`src/rtl/osc_hs_pkg.sv`:
```
package osc_hs_pkg;
    typedef enum logic [1:0] {
        ST_OFF      = 2'd0,
        ST_STARTING = 2'd1,
        ST_ON       = 2'd2,
        ST_STOPPING = 2'd3
    } osc_state_e;
endpackage

```
`src/rtl/osc_hs_timer.sv`:
```
// Dwell counter: counts cycles spent in the current state, saturating once
// the selected limit is reached.
module osc_hs_timer #(
    parameter int W = 4
) (
    input  logic         clk,
    input  logic         rst_n,
    input  logic         clear,
    input  logic [W-1:0] limit,
    output logic         done
);
    logic [W-1:0] cnt;

    assign done = (cnt >= (limit - W'(1)));

    always_ff @(posedge clk or negedge rst_n) begin
        if (!rst_n) begin
            cnt <= '0;
        end else if (clear) begin
            cnt <= '0;
        end else if (!done) begin
            cnt <= cnt + W'(1);
        end
    end
endmodule

```
`src/rtl/osc_hs_fsm.sv`:
```
module osc_hs_fsm
    import osc_hs_pkg::*;
#(
    parameter int W = 4,
    parameter int START_CYCLES = 16,
    parameter int STOP_CYCLES = 8
) (
    input  logic         clk,
    input  logic         rst_n,
    input  logic         wr_en,
    input  logic         wr_data,
    input  logic         sleep_req,
    input  logic         osc_ack,
    input  logic         tmr_done,
    output logic         tmr_clear,
    output logic [W-1:0] tmr_limit,
    output logic         osc_en,
    output logic         en_rd,
    output logic         clk_valid,
    output logic         req_err
);
    osc_state_e state, state_n;
    logic       sw_want, sw_want_n;

    // Next-state and software-intent logic
    always_comb begin
        state_n   = state;
        sw_want_n = sw_want;
        unique case (state)
            ST_OFF: begin
                if (wr_en) sw_want_n = wr_data;
                if (!sleep_req && (wr_en ? wr_data : sw_want))
                    state_n = ST_STARTING;
            end
            ST_STARTING: begin
                if (wr_en) sw_want_n = wr_data;
                if (sleep_req || (wr_en && !wr_data))
                    state_n = ST_STOPPING;
                else if (tmr_done && osc_ack)
                    state_n = ST_ON;
            end
            ST_ON: begin
                if (wr_en) sw_want_n = wr_data;
                if (sleep_req || (wr_en && !wr_data))
                    state_n = ST_STOPPING;
            end
            ST_STOPPING: begin
                if (wr_en && !wr_data) sw_want_n = 1'b0;
                if (tmr_done && !osc_ack)
                    state_n = ST_OFF;
            end
            default: state_n = ST_OFF;
        endcase
    end

    // State register
    always_ff @(posedge clk or negedge rst_n) begin
        if (!rst_n) begin
            state   <= ST_OFF;
            sw_want <= 1'b0;
        end else begin
            state   <= state_n;
            sw_want <= sw_want_n;
        end
    end

    // Outputs
    always_comb begin
        tmr_clear = (state_n != state);
        tmr_limit = (state == ST_STARTING) ? W'(START_CYCLES) : W'(STOP_CYCLES);
        osc_en    = 1'b0;
        en_rd     = 1'b0;
        clk_valid = 1'b0;
        req_err   = 1'b0;
        unique case (state)
            ST_OFF: ;
            ST_STARTING: osc_en = 1'b1;
            ST_ON: begin
                osc_en    = 1'b1;
                en_rd     = 1'b1;
                clk_valid = 1'b1;
            end
            ST_STOPPING: begin
                en_rd   = 1'b1;
                req_err = wr_en && wr_data;
            end
            default: ;
        endcase
    end
endmodule

```
`src/rtl/osc_enable_ctrl.sv`:
```
module osc_enable_ctrl #(
    parameter int START_CYCLES = 16,
    parameter int STOP_CYCLES = 8
) (
    input  logic clk,
    input  logic rst_n,
    input  logic wr_en,
    input  logic wr_data,
    input  logic sleep_req,
    input  logic osc_ack,
    output logic osc_en,
    output logic en_rd,
    output logic clk_valid,
    output logic req_err
);
    localparam int MAX_CYC = (START_CYCLES > STOP_CYCLES) ? START_CYCLES : STOP_CYCLES;
    localparam int CNT_W   = $clog2(MAX_CYC + 1);

    logic             tmr_clear;
    logic             tmr_done;
    logic [CNT_W-1:0] tmr_limit;

    osc_hs_timer #(.W(CNT_W)) u_timer (
        .clk   (clk),
        .rst_n (rst_n),
        .clear (tmr_clear),
        .limit (tmr_limit),
        .done  (tmr_done)
    );

    osc_hs_fsm #(
        .W            (CNT_W),
        .START_CYCLES (START_CYCLES),
        .STOP_CYCLES  (STOP_CYCLES)
    ) u_fsm (
        .clk       (clk),
        .rst_n     (rst_n),
        .wr_en     (wr_en),
        .wr_data   (wr_data),
        .sleep_req (sleep_req),
        .osc_ack   (osc_ack),
        .tmr_done  (tmr_done),
        .tmr_clear (tmr_clear),
        .tmr_limit (tmr_limit),
        .osc_en    (osc_en),
        .en_rd     (en_rd),
        .clk_valid (clk_valid),
        .req_err   (req_err)
    );
endmodule

```
`config.mk`:
```
export PLATFORM = sky130hd
export DESIGN_NAME = osc_enable_ctrl
export DESIGN_NICKNAME = d
export VERILOG_FILES = /design/src/rtl/osc_hs_pkg.sv /design/src/rtl/osc_hs_timer.sv /design/src/rtl/osc_hs_fsm.sv /design/src/rtl/osc_enable_ctrl.sv
export SDC_FILE = /design/constraint.sdc
export NUM_CORES = 1
export LEC_CHECK = 0
export CAP_MARGIN = 20
export CORE_ASPECT_RATIO = 0.9
export CORE_MARGIN = 4
export CORE_UTILIZATION = 30
export CTS_CLUSTER_DIAMETER = 80
export DETAILED_ROUTE_END_ITERATION = 8
export GPL_TIMING_DRIVEN = 0
export HOLD_SLACK_MARGIN = 0.12
export PLACE_DENSITY = 0.47
export SYNTH_ARGS = -nofsm -noshare
export SYNTH_HDL_FRONTEND = slang
export SYNTH_HIERARCHICAL = 1
export SYNTH_SLANG_ARGS = --single-unit
```
`constraint.sdc`:
```
create_clock -name clk -period 6.66 [get_ports clk]
set_input_delay 0.666 -clock clk [delete_from_list [all_inputs] [get_ports clk]]
set_output_delay 0.666 -clock clk [all_outputs]
set_load 0.02 [all_outputs]
```
== After elaboration in Yosys (flattened, before gate mapping) ==
Cells that the tools add are included.
Operators by class
  add/sub/neg operators: 2
  multipliers: 0
  divide/modulo/power cells: 0
  $lt $le $gt $ge: 1
  equal/unequal tests: 6
  shift operators: 0
  muxes and demuxes: 16
  bitwise gates (word level): 0
  reduce and logical (&&, ||, !) cells: 13
Operators by type and width (number)
  5-bit two-way mux: 3
  2-bit two-way mux: 5
  2-bit one-hot mux with 4 select lines: 1
  1-bit two-way mux: 6
  5-bit by 1-bit adder with 5-bit output (second input constant): 1
  5-bit greater-or-equal comparator: 1
  1-bit logical AND: 5
  5-bit by 1-bit subtractor with 5-bit output (second input constant): 1
  2-bit equality test (second input constant): 2
  2-bit OR reduction: 2
  1-bit logical NOT: 3
  3-bit OR reduction: 1
  2-bit by 1-bit equality test with 1-bit output (second input constant): 1
  2-bit logical NOT: 1
  2-bit by 1-bit inequality test with 1-bit output (second input constant): 1
  2-bit inequality test: 1
  2-bit inequality test (second input constant): 1
  1-bit one-hot mux with 2 select lines: 1
  1-bit logical OR: 1
Word-level totals
  flip-flop bits (word level): 8
  latch bits: 0
  memory bits (writable): 0
  memory bits (read-only): 0
  input port bits: 6
  output and inout port bits: 4
  word-level logic and storage cells: 41
  memories: 0

== Longest topological paths before layout ==
Gate-level depths: netlist (run 1).
  depth after elaboration: 10
  mapped depth: 18
  gate-level depth less buffers: 17

== Modules after synthesis ==
The synthesis (run 1) kept the hierarchy.
Modules (own cells, without submodules)
  osc_hs_timer: instances 1, cells each 52, area each 493.0 um^2
  osc_hs_fsm: instances 1, cells each 45, area each 357.8 um^2

== Least setup slack after synthesis (run 1) ==
OpenSTA, ideal clock, no wires.
  kind: reg2reg
  start point: register u_fsm.state[1]
  end point: register u_timer.cnt[3]
  arrival: 3.367 ns
  data required time: 6.593 ns
  path slack: 3.227 ns
  stages on the path, launching flop included: 19
  cells stage by stage: dfrtp_1 inv_1 ha_1 inv_1 nor2_1 nand2_1 xor2_1 ha_1 o21a_1 a21oi_2 inv_1 a211o_1 nor3_1 or4_1 o2111ai_1 buf_6 or4_1 a21o_1 nand3_2
On the way
  longest elaborated chain between the ends: 10
Ends and longest elaborated chain
  start: declaration: RTL line osc_hs_fsm.sv:22  | osc_state_e state, state_n;
  start signal: assignment: RTL line osc_hs_fsm.sv:62  | state <= state_n;
  2-bit by 1-bit equality test with 1-bit output (*): RTL line osc_hs_fsm.sv:70  | tmr_limit = (state == ST_STARTING) ? W'(START_CYCLES) : W'(STOP_CYCLES);
  5-bit two-way mux (*): RTL line osc_hs_fsm.sv:70
  named net tmr_limit[4]: RTL line osc_enable_ctrl.sv:21  | logic [CNT_W-1:0] tmr_limit;
  5-bit by 1-bit subtractor with 5-bit output (*): RTL line osc_hs_timer.sv:14  | assign done = (cnt >= (limit - W'(1)));
  5-bit greater-or-equal comparator (*): RTL line osc_hs_timer.sv:14
  named net tmr_done: RTL line osc_enable_ctrl.sv:20  | logic tmr_done;
  1-bit logical AND: RTL line osc_hs_fsm.sv:39  | else if (tmr_done && osc_ack)
  2-bit two-way mux: RTL line osc_hs_fsm.sv:39
  2-bit two-way mux: RTL line osc_hs_fsm.sv:37  | if (sleep_req || (wr_en && !wr_data))
  2-bit one-hot mux with 4 select lines (*): RTL line osc_hs_fsm.sv:29  | unique case (state)
  2-bit inequality test (*): RTL line osc_hs_fsm.sv:69  | tmr_clear = (state_n != state);
  named net tmr_clear: RTL line osc_enable_ctrl.sv:19  | logic tmr_clear;
  2-bit inequality test (no source line) or 5-bit two-way mux (tied branches)
  end signal: assignment: RTL line osc_hs_timer.sv:22  | cnt <= cnt + W'(1);
  end: declaration: RTL line osc_hs_timer.sv:12  | logic [W-1:0] cnt;
The timed path passes the listed nets; every way through them passes the cells marked *.
A chain may end at the register's enable or synchronous reset.

== Final worst setup path (run 1) ==
Same ends and word-level chain as after synthesis.

==> flow_summary_export.csv, run 1 <==
group,metric,value,unit
outcome,run_status,"finished, final reports clean",
clock_network,clock_latency_on_the_worst_skew_pair,0.25,ns
clock_network,cts_hold_repair.buffers,0,
sta,report.final.setup_viol,0,
final_layout,layout_common_cells,"ha_1, clkdlybuf4s50_1, nor2_1, inv_1, dfrtp_1",
worst_setup_path,r2r-start,"u_fsm/state[1]",
worst_hold_path,min_to,"u_fsm/sw_want",
yosys,synthArstFlopShare,100,%
yosys,synth.yosys.seq_area_share,23.5,%
worst_hold_path,hp-start,"u_fsm/sw_want",
sta,post-route-period-util,57.2,%
detailed_routing,first_pass_iters,4,
final_layout,final_nets,130,
worst_hold_path,whs_path_depth,2,
worst_setup_path,worst_ep_required_time,6.85,ns
yosys,synthesis.instances,97,
sta,fmaxAchievable,262,MHz
detailed_routing,final_antenna_net_count,0,
final_layout,final_design_area_no_fill,0.00102,mm²
yosys,yosys_warnings,6,
floorplan,die_w,64.1,µm
placed_design,placed_cells,148,
power_and_ir_drop,pwr_density_cell,398,mW/mm²
clock_network,worst_setup_hold_path_clk_slew,0.06,ns
worst_setup_path,critical_path.most_common_cell,"inv_1",
detailed_routing,routed_via_density,4.65,
clock_network,clk_root_buffer_cell,"clkbuf_4",
placed_design,portBuffers,9,
sta,grt_setup_unrepaired,"false",
detailed_routing,post-route-drc-count,0,
floorplan,die_h,58.5,µm
clock_network,cts.repair_timing.setup_buffer_count,0,
floorplan,i_o_pins,10,
worst_setup_path,critPathMaxFanout,10,
sta,hold_viol,0,
sta,setup_total_negative_slack,0,ns
clock_network,ctsHtreeMaxLevel,1,
power_and_ir_drop,leakagePower,0.000463,µW
worst_setup_path,crit_path_top_delay_cell,"or4_1",
placed_design,dpl_cell_area,998,µm²
global_route,grt_remaining_overflow,0,
final_layout,final.fill_count,296,
clock_network,tritoncts.num_buffers,3,
final_layout,stdcell_count,151,
placed_design,hpwl,1.37,mm
global_route,globalRouteTotalUtil,9.05,%
worst_setup_path,crit_family,"simple AND/OR/NAND/NOR gates",
floorplan,core_region_area,0.00273,mm²
detailed_routing,post_drt_wl_per_cell,10.8,µm
detailed_routing,postRouteWirelength,1.64,mm
placed_design,replace_congestion,0.813,
yosys,yosys.cell_types.count,39,
worst_setup_path,critPathLaunchType,"register",
sta,final-max-slew-violation-count,0,
final_layout,mostFrequentLayoutCell,"ha_1",
job,cap_violations,0,
worst_hold_path,hold_path.class,"reg2reg",
global_route,number_of_antenna_violations_at_the_first_check_in_global_routing,0,
clock_network,ctsResizeCount,0,
floorplan,design.die.area,0.00375,mm²
final_layout,ratio_of_cells_with_drive_above_1_in_the_final_layout,14.4,%
floorplan,initial_utilization,31.2,%
worst_setup_path,r2r_slack,2.85,ns
detailed_routing,initialDrtViolationCount,15,
power_and_ir_drop,design_power_total,406,µW
worst_setup_path,timing.rr.end,"u_timer/cnt[3]",
floorplan,fp-row-count,18,
yosys,synth-edff-count,0,
clock_network,cts_tree,"built",
worst_setup_path,criticalPathCategory,"reg2reg",
worst_setup_path,crit_chain,"inv_1 > ha_1 > inv_1 > nor2_1 > nand2_1 > xor2_1 > ha_1 > o21a_1 > a21oi_2 > inv_1 > a211o_1 > nor3_1 > or4_1 > o2111ai_1 > buf_6 > or4_1 > a21o_1 > nand3_2",
sta,period_minus_slack,3.81,ns
clock_network,cts-root-to-sink-buffers,2,
final_layout,antenna-diode-count,0,
global_route,first_pass_grt_wire_length,2.75,mm
global_route,first_global_vias,670,
yosys,synth.cell_area,851,µm²
worst_setup_path,worstPathBufferInverterCount,4,
power_and_ir_drop,vdd_ir_max,0.000200,V
yosys,yosys_register_bits,8,
yosys,synthesis.area_per_instance,8.77,µm²
final_layout,syn_to_final_growth,20.0,%
worst_setup_path,arrival_time_of_data_at_the_critical_path_endpoint,4.00,ns
worst_setup_path,critPathMaxStageDelay,0.49,ns
worst_setup_path,timing.reg2reg.worst_path_depth,18,
worst_setup_path,worst_setup_path_startpoint,"u_fsm/state[1]",
worst_setup_path,crit_path_end_kind,"register",
detailed_routing,total_via_count_after_detailed_routing,702,
yosys,ys_dominant_reg_cell,"dfrtp_1",
global_route,largest_net_degree_at_the_start_of_global_routing,11,
clock_network,clock_sink_count,8,
sta,finClkSkew,0.00284,ns
kinds of logic (layout without fill, tap and decap cells):
group	count (synthesis)	in the layout	synth area share, %
buf+inv	12	24	7.50
fa+ha+maj	11	11	16.2
other cells	1	3	0.441
simple gates	36	36	23.4
xor+xnor	3	3	3.09
flops	8	8	23.5
mux	4	4	5.00
compound gates	22	22	20.9
worst max path at each step:
| stage | endpoint | slack [ns] | cells past startpoint |
|---|---|---|---|
| floorplan | u_timer/cnt[3] | 3.23 | 18 |
| CTS | u_timer/cnt[3] | 2.84 | 18 |
| global placement | u_timer/cnt[3] | 2.84 | 18 |
| global route | u_timer/cnt[3] | 2.57 | 18 |
| finish | u_timer/cnt[3] | 2.85 | 18 |
| detailed placement | u_timer/cnt[3] | 2.87 | 18 |
stage by stage:
stage / worst slack (ns) / hold slack [ns] / util [%]
floorplan: 3.23 / 0.370 / -
global placement: 2.84 / 0.523 / 36.6
detailed placement: 2.87 / 0.522 / 36.6
CTS: 2.84 / 0.535 / 37.5
global route: 2.57 / 0.570 / 37.5
finish: 2.85 / 0.527 / 37.5
state kept, by name, indices dropped and copies added (netlist names):
signal         flops
u_fsm/state        2
u_fsm/sw_want      1
u_timer/cnt        5
power by group:
part	switching, µW	leakage [µW]	internal [µW]
Combinational	157	0.000346	129
Clock	16.7	0.0000138	20.6
Sequential	19.0	0.000103	64.3
layer usage:
| metal | routed length, µm | global-route usage, % |
|---|---|---|
| met5 | 0 | 0 |
| met4 | 0 | 1.81 |
| met3 | 40 | 2.67 |
| met2 | 814 | 16.3 |
| met1 | 784 | 10.7 |
cell type report:
class,instances,area (µm²),share of cell area (%)
Multi-Input combinational cell,79,594,58.2
Timing Repair Buffer,9,90.1,8.82
Tap cell,40,50.0,4.90
Clock buffer,3,22.5,2.21
Sequential cell,8,200,19.6
Inverter,8,30.0,2.94
Buffer,4,33.8,3.31
cell usage after synthesis, drive strengths merged, types with 2 or more instances:
master / n / area (µm²)
nand2b: 6 / 40.0
o21ai: 4 / 23.8
o21a: 2 / 15.0
or4: 2 / 15.0
mux2i: 2 / 20.0
inv: 8 / 30.0
a211oi: 3 / 32.5
nand2: 5 / 18.8
nor3: 2 / 10.0
nor2: 9 / 33.8
dfrtp: 8 / 200
ha: 11 / 138
xnor2: 2 / 17.5
nor2b: 4 / 25.0
buf: 4 / 33.8
nand3: 3 / 20.0
a211o: 2 / 17.5
mux2: 2 / 22.5
a21oi: 4 / 23.8
worst register-to-register path: cells and delay by family (launching register included):
kind	cells	cell delay [ns]
XOR/XNOR	1	0.14
flip-flops	1	0.44
buffers and inverters	4	0.51
adder cells (fa/ha/maj)	2	0.54
AO/OA/AOI/OAI	5	1.00
AND/OR/NAND/NOR	6	1.11
Power figures use the tool's default switching activity.
==> run 2: changes to the inputs <==
Settings changed: PLACE_DENSITY 0.47 to 0.49.
Clock period 6.66 ns to 3.2 ns, I/O delays scaled along.
==> run 2 against run 1 <==
  * Count of clock-buffer cells in the layout did not move
  * Worst setup slack got worse by 2.8 ns
  * First-iteration DRC count rose to 2.6 times the previous value
  * Global-route usage rose by 2.8 points
  * Die area did not move
  * Design area rose by 24%
  * Flip-flop and latch count did not move
  * Non-clock buffer count rose by 17
  * Hold slack got worse by 0.17 ns
  * Fmax rose by 20%
  * Sequential share of layout area fell by 3.6 points
==> flow_summary_export.csv, run 2 (synthesis gave the netlist of run 1 again) <==
group,metric,value,unit
final_layout,stdcell_count,168,
outcome,run_status,"finished, final reports clean",
final_layout,top_regs,"u_timer/cnt x5, u_fsm/state x2, u_fsm/sw_want x1",
sta,slew_headroom,66.4,%
worst_setup_path,critPathMaxFanout,5,
detailed_routing,routed_via_density,4.67,
clock_network,worst_setup_hold_path_clk_slew,0.06,ns
final_layout,mostFrequentLayoutCell,"buf_4",
placed_design,portBuffers,9,
final_layout,ratio_of_cells_with_drive_above_1_in_the_final_layout,39.1,%
worst_setup_path,critical_path.most_common_cell,"inv_2",
final_layout,final.fill_count,263,
global_route,grt_remaining_overflow,0,
detailed_routing,first_pass_iters,4,
clock_network,cts-root-to-sink-buffers,2,
global_route,number_of_antenna_violations_at_the_first_check_in_global_routing,0,
power_and_ir_drop,vdd_ir_max,0.000564,V
floorplan,die_h,58.5,µm
sta,report.final.setup_viol,0,
detailed_routing,total_via_count_after_detailed_routing,784,
detailed_routing,final_antenna_net_count,0,
worst_setup_path,crit_path_top_delay_cell,"dfrtp_2",
final_layout,syn_to_final_growth,49.0,%
worst_setup_path,critPathLaunchType,"register",
global_route,first_global_vias,795,
sta,post-route-period-util,99.1,%
power_and_ir_drop,seq_power_share,13.8,%
clock_network,clk_root_buffer_cell,"clkbuf_4",
worst_setup_path,crit_path_end_kind,"register",
floorplan,design.die.area,0.00375,mm²
final_layout,largest_register_ff_count,5,
worst_setup_path,criticalPathCategory,"reg2reg",
power_and_ir_drop,clock_network_fraction_of_design_power,6.3,%
global_route,globalRouteTotalUtil,11.8,%
sta,hold_viol,0,
detailed_routing,post-route-drc-count,0,
sta,period_minus_slack,3.17,ns
sta,finClkSkew,0.00309,ns
worst_hold_path,hold_path.class,"in2async",
power_and_ir_drop,combPwrFrac,79.8,%
clock_network,cts_tree,"built",
sta,final-max-slew-violation-count,0,
clock_network,ctsHtreeMaxLevel,1,
placed_design,hpwl,1.42,mm
detailed_routing,post_drt_wl_per_cell,12.1,µm
worst_setup_path,worst_setup_path_startpoint,"u_fsm/state[1]",
clock_network,clock_latency_on_the_worst_skew_pair,0.25,ns
power_and_ir_drop,design_power_total,1250,µW
global_route,first_pass_grt_wire_length,3.59,mm
worst_setup_path,r2r-start,"u_fsm/state[1]",
placed_design,replace_congestion,0.769,
floorplan,core_region_area,0.00273,mm²
floorplan,i_o_pins,10,
clock_network,tritoncts.num_buffers,3,
worst_setup_path,arrival_time_of_data_at_the_critical_path_endpoint,3.36,ns
sta,fmaxAchievable,315,MHz
power_and_ir_drop,internal_power,701,µW
sta,worst-slew-pin-transition,0.499,ns
worst_setup_path,crit_chain,"inv_2 > ha_4 > inv_4 > nor2_2 > nand2_1 > xor2_1 > ha_1 > o21a_4 > a21oi_4 > inv_2 > nand2b_4 > a311oi_2 > buf_4 > o311ai_4 > o2111ai_2 > buf_6 > or4_1 > a21o_1 > nand3_2",
floorplan,die_w,64.1,µm
detailed_routing,initialDrtViolationCount,39,
clock_network,clock_sink_count,8,
global_route,largest_net_degree_at_the_start_of_global_routing,9,
sta,grt_setup_unrepaired,"true",
final_layout,antenna-diode-count,0,
clock_network,cts_hold_repair.buffers,0,
power_and_ir_drop,leakagePower,0.000568,µW
power_and_ir_drop,pwr_density_cell,983,mW/mm²
detailed_routing,postRouteWirelength,2.03,mm
job,cap_violations,0,
worst_setup_path,critPathMaxStageDelay,0.41,ns
final_layout,final_nets,147,
power_and_ir_drop,power.share.switching,43.7,%
floorplan,fp-row-count,18,
power_and_ir_drop,net-switching-power,545,µW
placed_design,placed_cells,148,
worst_setup_path,worst_ep_required_time,3.39,ns
final_layout,layout_common_cells,"buf_4, ha_1, clkdlybuf4s50_1, nor2_1, dfrtp_1",
final_layout,registers.top_by_ff_count,"u_timer/cnt",
floorplan,initial_utilization,31.2,%
run 2: cell count changes in the layout (fill, tap and decap cells not counted), sizes merged:
cell	change
buf	+17
run 2: per-layer routing:
layer  vias up  part of all wire [%]  global-route usage (%)
li1        409                     -                       -
met1       363                    47                    15.7
met2        10                    50                    19.7
met3         2                   2.0                    1.53
met4         0                  0.79                    4.52
met5         -                     0                       0
run 2: path summary, 6_finish.rpt:
kind / end / cells after the start / slack [ns]
min reg2reg: u_fsm/sw_want / 2 / 0.53
min in group clk: u_fsm/sw_want / 2 / 0.53
max reg2reg: u_timer/cnt[3] / 19 / 0.03
max: u_timer/cnt[3] / 19 / 0.03
max in group asynchronous: u_fsm/state[1] / 1 / 2.53
min: u_timer/cnt[2] / 1 / 0.36
run 2: cell type report:
cell class | instances | area (µm²) | share of cell area [%]
multi-input combinational | 79 | 704 | 55.6
clock buffer | 3 | 22.5 | 1.78
buffer | 4 | 33.8 | 2.67
inverter | 8 | 32.5 | 2.57
tap | 40 | 50.0 | 3.95
sequential | 8 | 203 | 16.0
timing repair buffer | 26 | 221 | 17.5
run 2: worst max-delay path, delay by kind of cell (launching register included):
kind,cells,cell delay (ns)
compound gates,6,0.91
simple gates,5,0.68
xor+xnor,1,0.15
buf+inv,5,0.52
flops,1,0.41
fa+ha+maj,2,0.43
run 2: through the flow:
step	utilization [%]	setup WS, ns	hold WS [ns]	cell area (µm²)	setup TNS, ns
finish	46.5	0.0294	0.360	1270	0
global route	46.5	-0.134	0.391	1270	-0.422
floorplan	-	-0.0617	0.0244	883	-0.0617
detailed placement	37.6	-0.412	0.520	1020	-1.13
CTS	43.0	-0.0479	0.365	1170	-0.0479
global placement	37.6	-0.379	0.516	1020	-0.938
run 2: repair_timing:
action	CTS	global route
setup endpoints to repair	5	5
pin swaps	13	8
setup buffers	11	7
resized for setup	10	10
run 2: power by group through the flow:
stage	clock, µW	sequential (µW)	combinational [µW]
finish	78.6	173	995
global route	88.9	180	1080
CTS	83.1	171	823
detailed placement	0	183	624
global placement	0	183	619
floorplan	0	170	486
==> run 3: changes to the inputs <==
Settings changed: CTS_BUF_LIST set to sky130_fd_sc_hd__clkbuf_16.
==> run 3 against run 2 <==
  * Die area unchanged
  * Count of clock-buffer cells in the layout unchanged
  * Flip-flop and latch count unchanged
  * Critical path depth down 2
  * Register-to-register slack about the same
  * Hold slack better by 0.028 ns
  * Sequential share of layout area down 0.59 points
  * Clock skew down 0.0021 ns
  * Via count down 0.38%
  * Total power up 8.5%
==> flow_summary_export.csv, run 3 (synthesis gave the netlist of run 1 again) <==
group,metric,value,unit
final_layout,largest_register_ff_count,5,
clock_network,clk_root_buffer_cell,"clkbuf_16",
clock_network,worst_setup_hold_path_clk_slew,0.04,ns
final_layout,registers.top_by_ff_count,"u_timer/cnt",
final_layout,final_design_area_no_fill,0.00132,mm²
detailed_routing,initialDrtViolationCount,22,
placed_design,dpl_cell_area,0.00102,mm²
sta,final-max-slew-violation-count,0,
detailed_routing,post_drt_wl_per_cell,12.5,µm
outcome,run_status,"finished, final reports clean",
global_route,globalRouteTotalUtil,12.1,%
power_and_ir_drop,vdd_ir_max,0.000583,V
detailed_routing,first_pass_iters,3,
floorplan,die_h,58.5,µm
worst_setup_path,timing.reg2reg.worst_path_depth,17,
global_route,number_of_antenna_violations_at_the_first_check_in_global_routing,0,
sta,slew_headroom,66.6,%
worst_setup_path,crit_chain,"inv_2 > ha_4 > inv_4 > xnor2_1 > ha_2 > a211oi_4 > o21ai_4 > a21oi_4 > inv_2 > a211o_1 > nor3_2 > or4_1 > o2111ai_2 > buf_6 > or4_1 > a21o_1 > nand3_2",
worst_setup_path,critPathMaxStageDelay,0.41,ns
sta,finClkSkew,0.00103,ns
floorplan,design.die.area,0.00375,mm²
worst_setup_path,timing.rr.end,"u_timer/cnt[3]",
detailed_routing,final_antenna_net_count,0,
power_and_ir_drop,design_power_total,1350,µW
worst_setup_path,crit_family,"compound AO/OA/AOI/OAI gates",
floorplan,core_region_area,0.00273,mm²
worst_setup_path,worstPathBufferInverterCount,4,
placed_design,hpwl,1.42,mm
clock_network,ctsHtreeMaxLevel,1,
clock_network,clock_latency_on_the_worst_skew_pair,0.23,ns
clock_network,cts_tree,"built",
placed_design,replace_congestion,0.769,
final_layout,final_nets,145,
final_layout,mostFrequentLayoutCell,"buf_4",
global_route,grt_remaining_overflow,0,
sta,grt_setup_unrepaired,"true",
final_layout,ratio_of_cells_with_drive_above_1_in_the_final_layout,37.3,%
detailed_routing,routed_via_density,4.70,
detailed_routing,post-route-drc-count,0,
sta,period_minus_slack,3.16,ns
detailed_routing,total_via_count_after_detailed_routing,781,
global_route,first_global_vias,799,
clock_network,cts-root-to-sink-buffers,2,
worst_setup_path,critPathMaxFanout,4,
worst_setup_path,r2r-start,"u_fsm/state[1]",
clock_network,clock_sink_count,8,
placed_design,portBuffers,9,
floorplan,die_w,64.1,µm
detailed_routing,postRouteWirelength,2.07,mm
sta,finalHoldWorstSlack,0.388,ns
sta,setup_slack,0.0418,ns
worst_setup_path,criticalPathCategory,"reg2reg",
worst_setup_path,arrival_time_of_data_at_the_critical_path_endpoint,3.33,ns
sta,fmaxAchievable,317,MHz
floorplan,fp-row-count,18,
worst_setup_path,critPathLaunchType,"register",
power_and_ir_drop,pwr_density_cell,1030,mW/mm²
sta,worst-slew-pin-transition,0.495,ns
sta,hold_viol,0,
worst_setup_path,r2r_slack,0.04,ns
global_route,first_pass_grt_wire_length,3.62,mm
final_layout,top_regs,"u_timer/cnt x5, u_fsm/state x2, u_fsm/sw_want x1",
clock_network,cts_hold_repair.buffers,0,
worst_hold_path,hold_path.class,"in2async",
final_layout,syn_to_final_growth,54.7,%
final_layout,antenna-diode-count,0,
job,cap_violations,0,
floorplan,i_o_pins,10,
sta,report.final.setup_viol,0,
power_and_ir_drop,leakagePower,0.000579,µW
final_layout,stdcell_count,166,
sta,post-route-period-util,98.7,%
final_layout,layout_common_cells,"buf_4, clkdlybuf4s50_1, ha_1, nor2_1, dfrtp_1",
clock_network,tritoncts.num_buffers,3,
worst_setup_path,crit_path_end_kind,"register",
global_route,largest_net_degree_at_the_start_of_global_routing,9,
worst_setup_path,crit_path_top_delay_cell,"dfrtp_2",
placed_design,detailedPlace.worstSlack,-0.412,ns
worst_setup_path,worst_ep_required_time,3.37,ns
floorplan,initial_utilization,31.2,%
placed_design,placed_cells,148,
==> run 3: timing repair <==
item / in CTS / in global routing
pin swaps: 12 / 13
endpoints found under the setup margin: 5 / 5
buffers inserted: 10 / 5
gates resized for setup: 9 / 12
==> run 3: how the worst max path moves through the flow <==
stage	to	from	cells after the start	slack (ns)
3_5_place_dp	u_timer/cnt[3]	u_fsm/state[1]	17	-0.41
3_3_place_gp	u_timer/cnt[3]	u_fsm/state[1]	18	-0.38
6_report	u_timer/cnt[3]	u_fsm/state[1]	17	0.04
2_1_floorplan	u_timer/cnt[3]	u_fsm/state[1]	18	-0.06
4_1_cts	u_timer/cnt[3]	u_fsm/state[1]	18	-0.03
5_1_grt	u_timer/cnt[3]	u_fsm/state[1]	17	-0.09
==> run 3: final cells by class <==
class	count	area [µm²]
Clock buffer	3	75.1
Multi-Input combinational cell	79	716
Buffer	4	33.8
Fill cell	261	1410
Tap cell	40	50.0
Inverter	8	32.5
Timing Repair Buffer	24	206
Sequential cell	8	203
==> run 3: stage by stage <==
stage | setup TNS (ns) | utilization [%]
floorplan | -0.0617 | -
global placement | -0.938 | 37.6
detailed placement | -1.13 | 37.6
CTS | -0.0350 | 44.4
global route | -0.181 | 48.3
finish | 0 | 48.3
==> run 3: where the power goes <==
part	switching (µW)	total [µW]	leakage (µW)	internal, µW
Clock	47.8	209	0.0000370	161
Combinational	479	972	0.000441	493
Sequential	34.4	171	0.000101	137
==> run 3: metal layers <==
metal	global-route usage [%]	vias to the layer above	share of wire, %
met5	0	-	0
met4	4.52	0	1.9
met3	2.67	4	2.8
met2	20.2	13	50
met1	15.5	362	45
li1	-	402	-
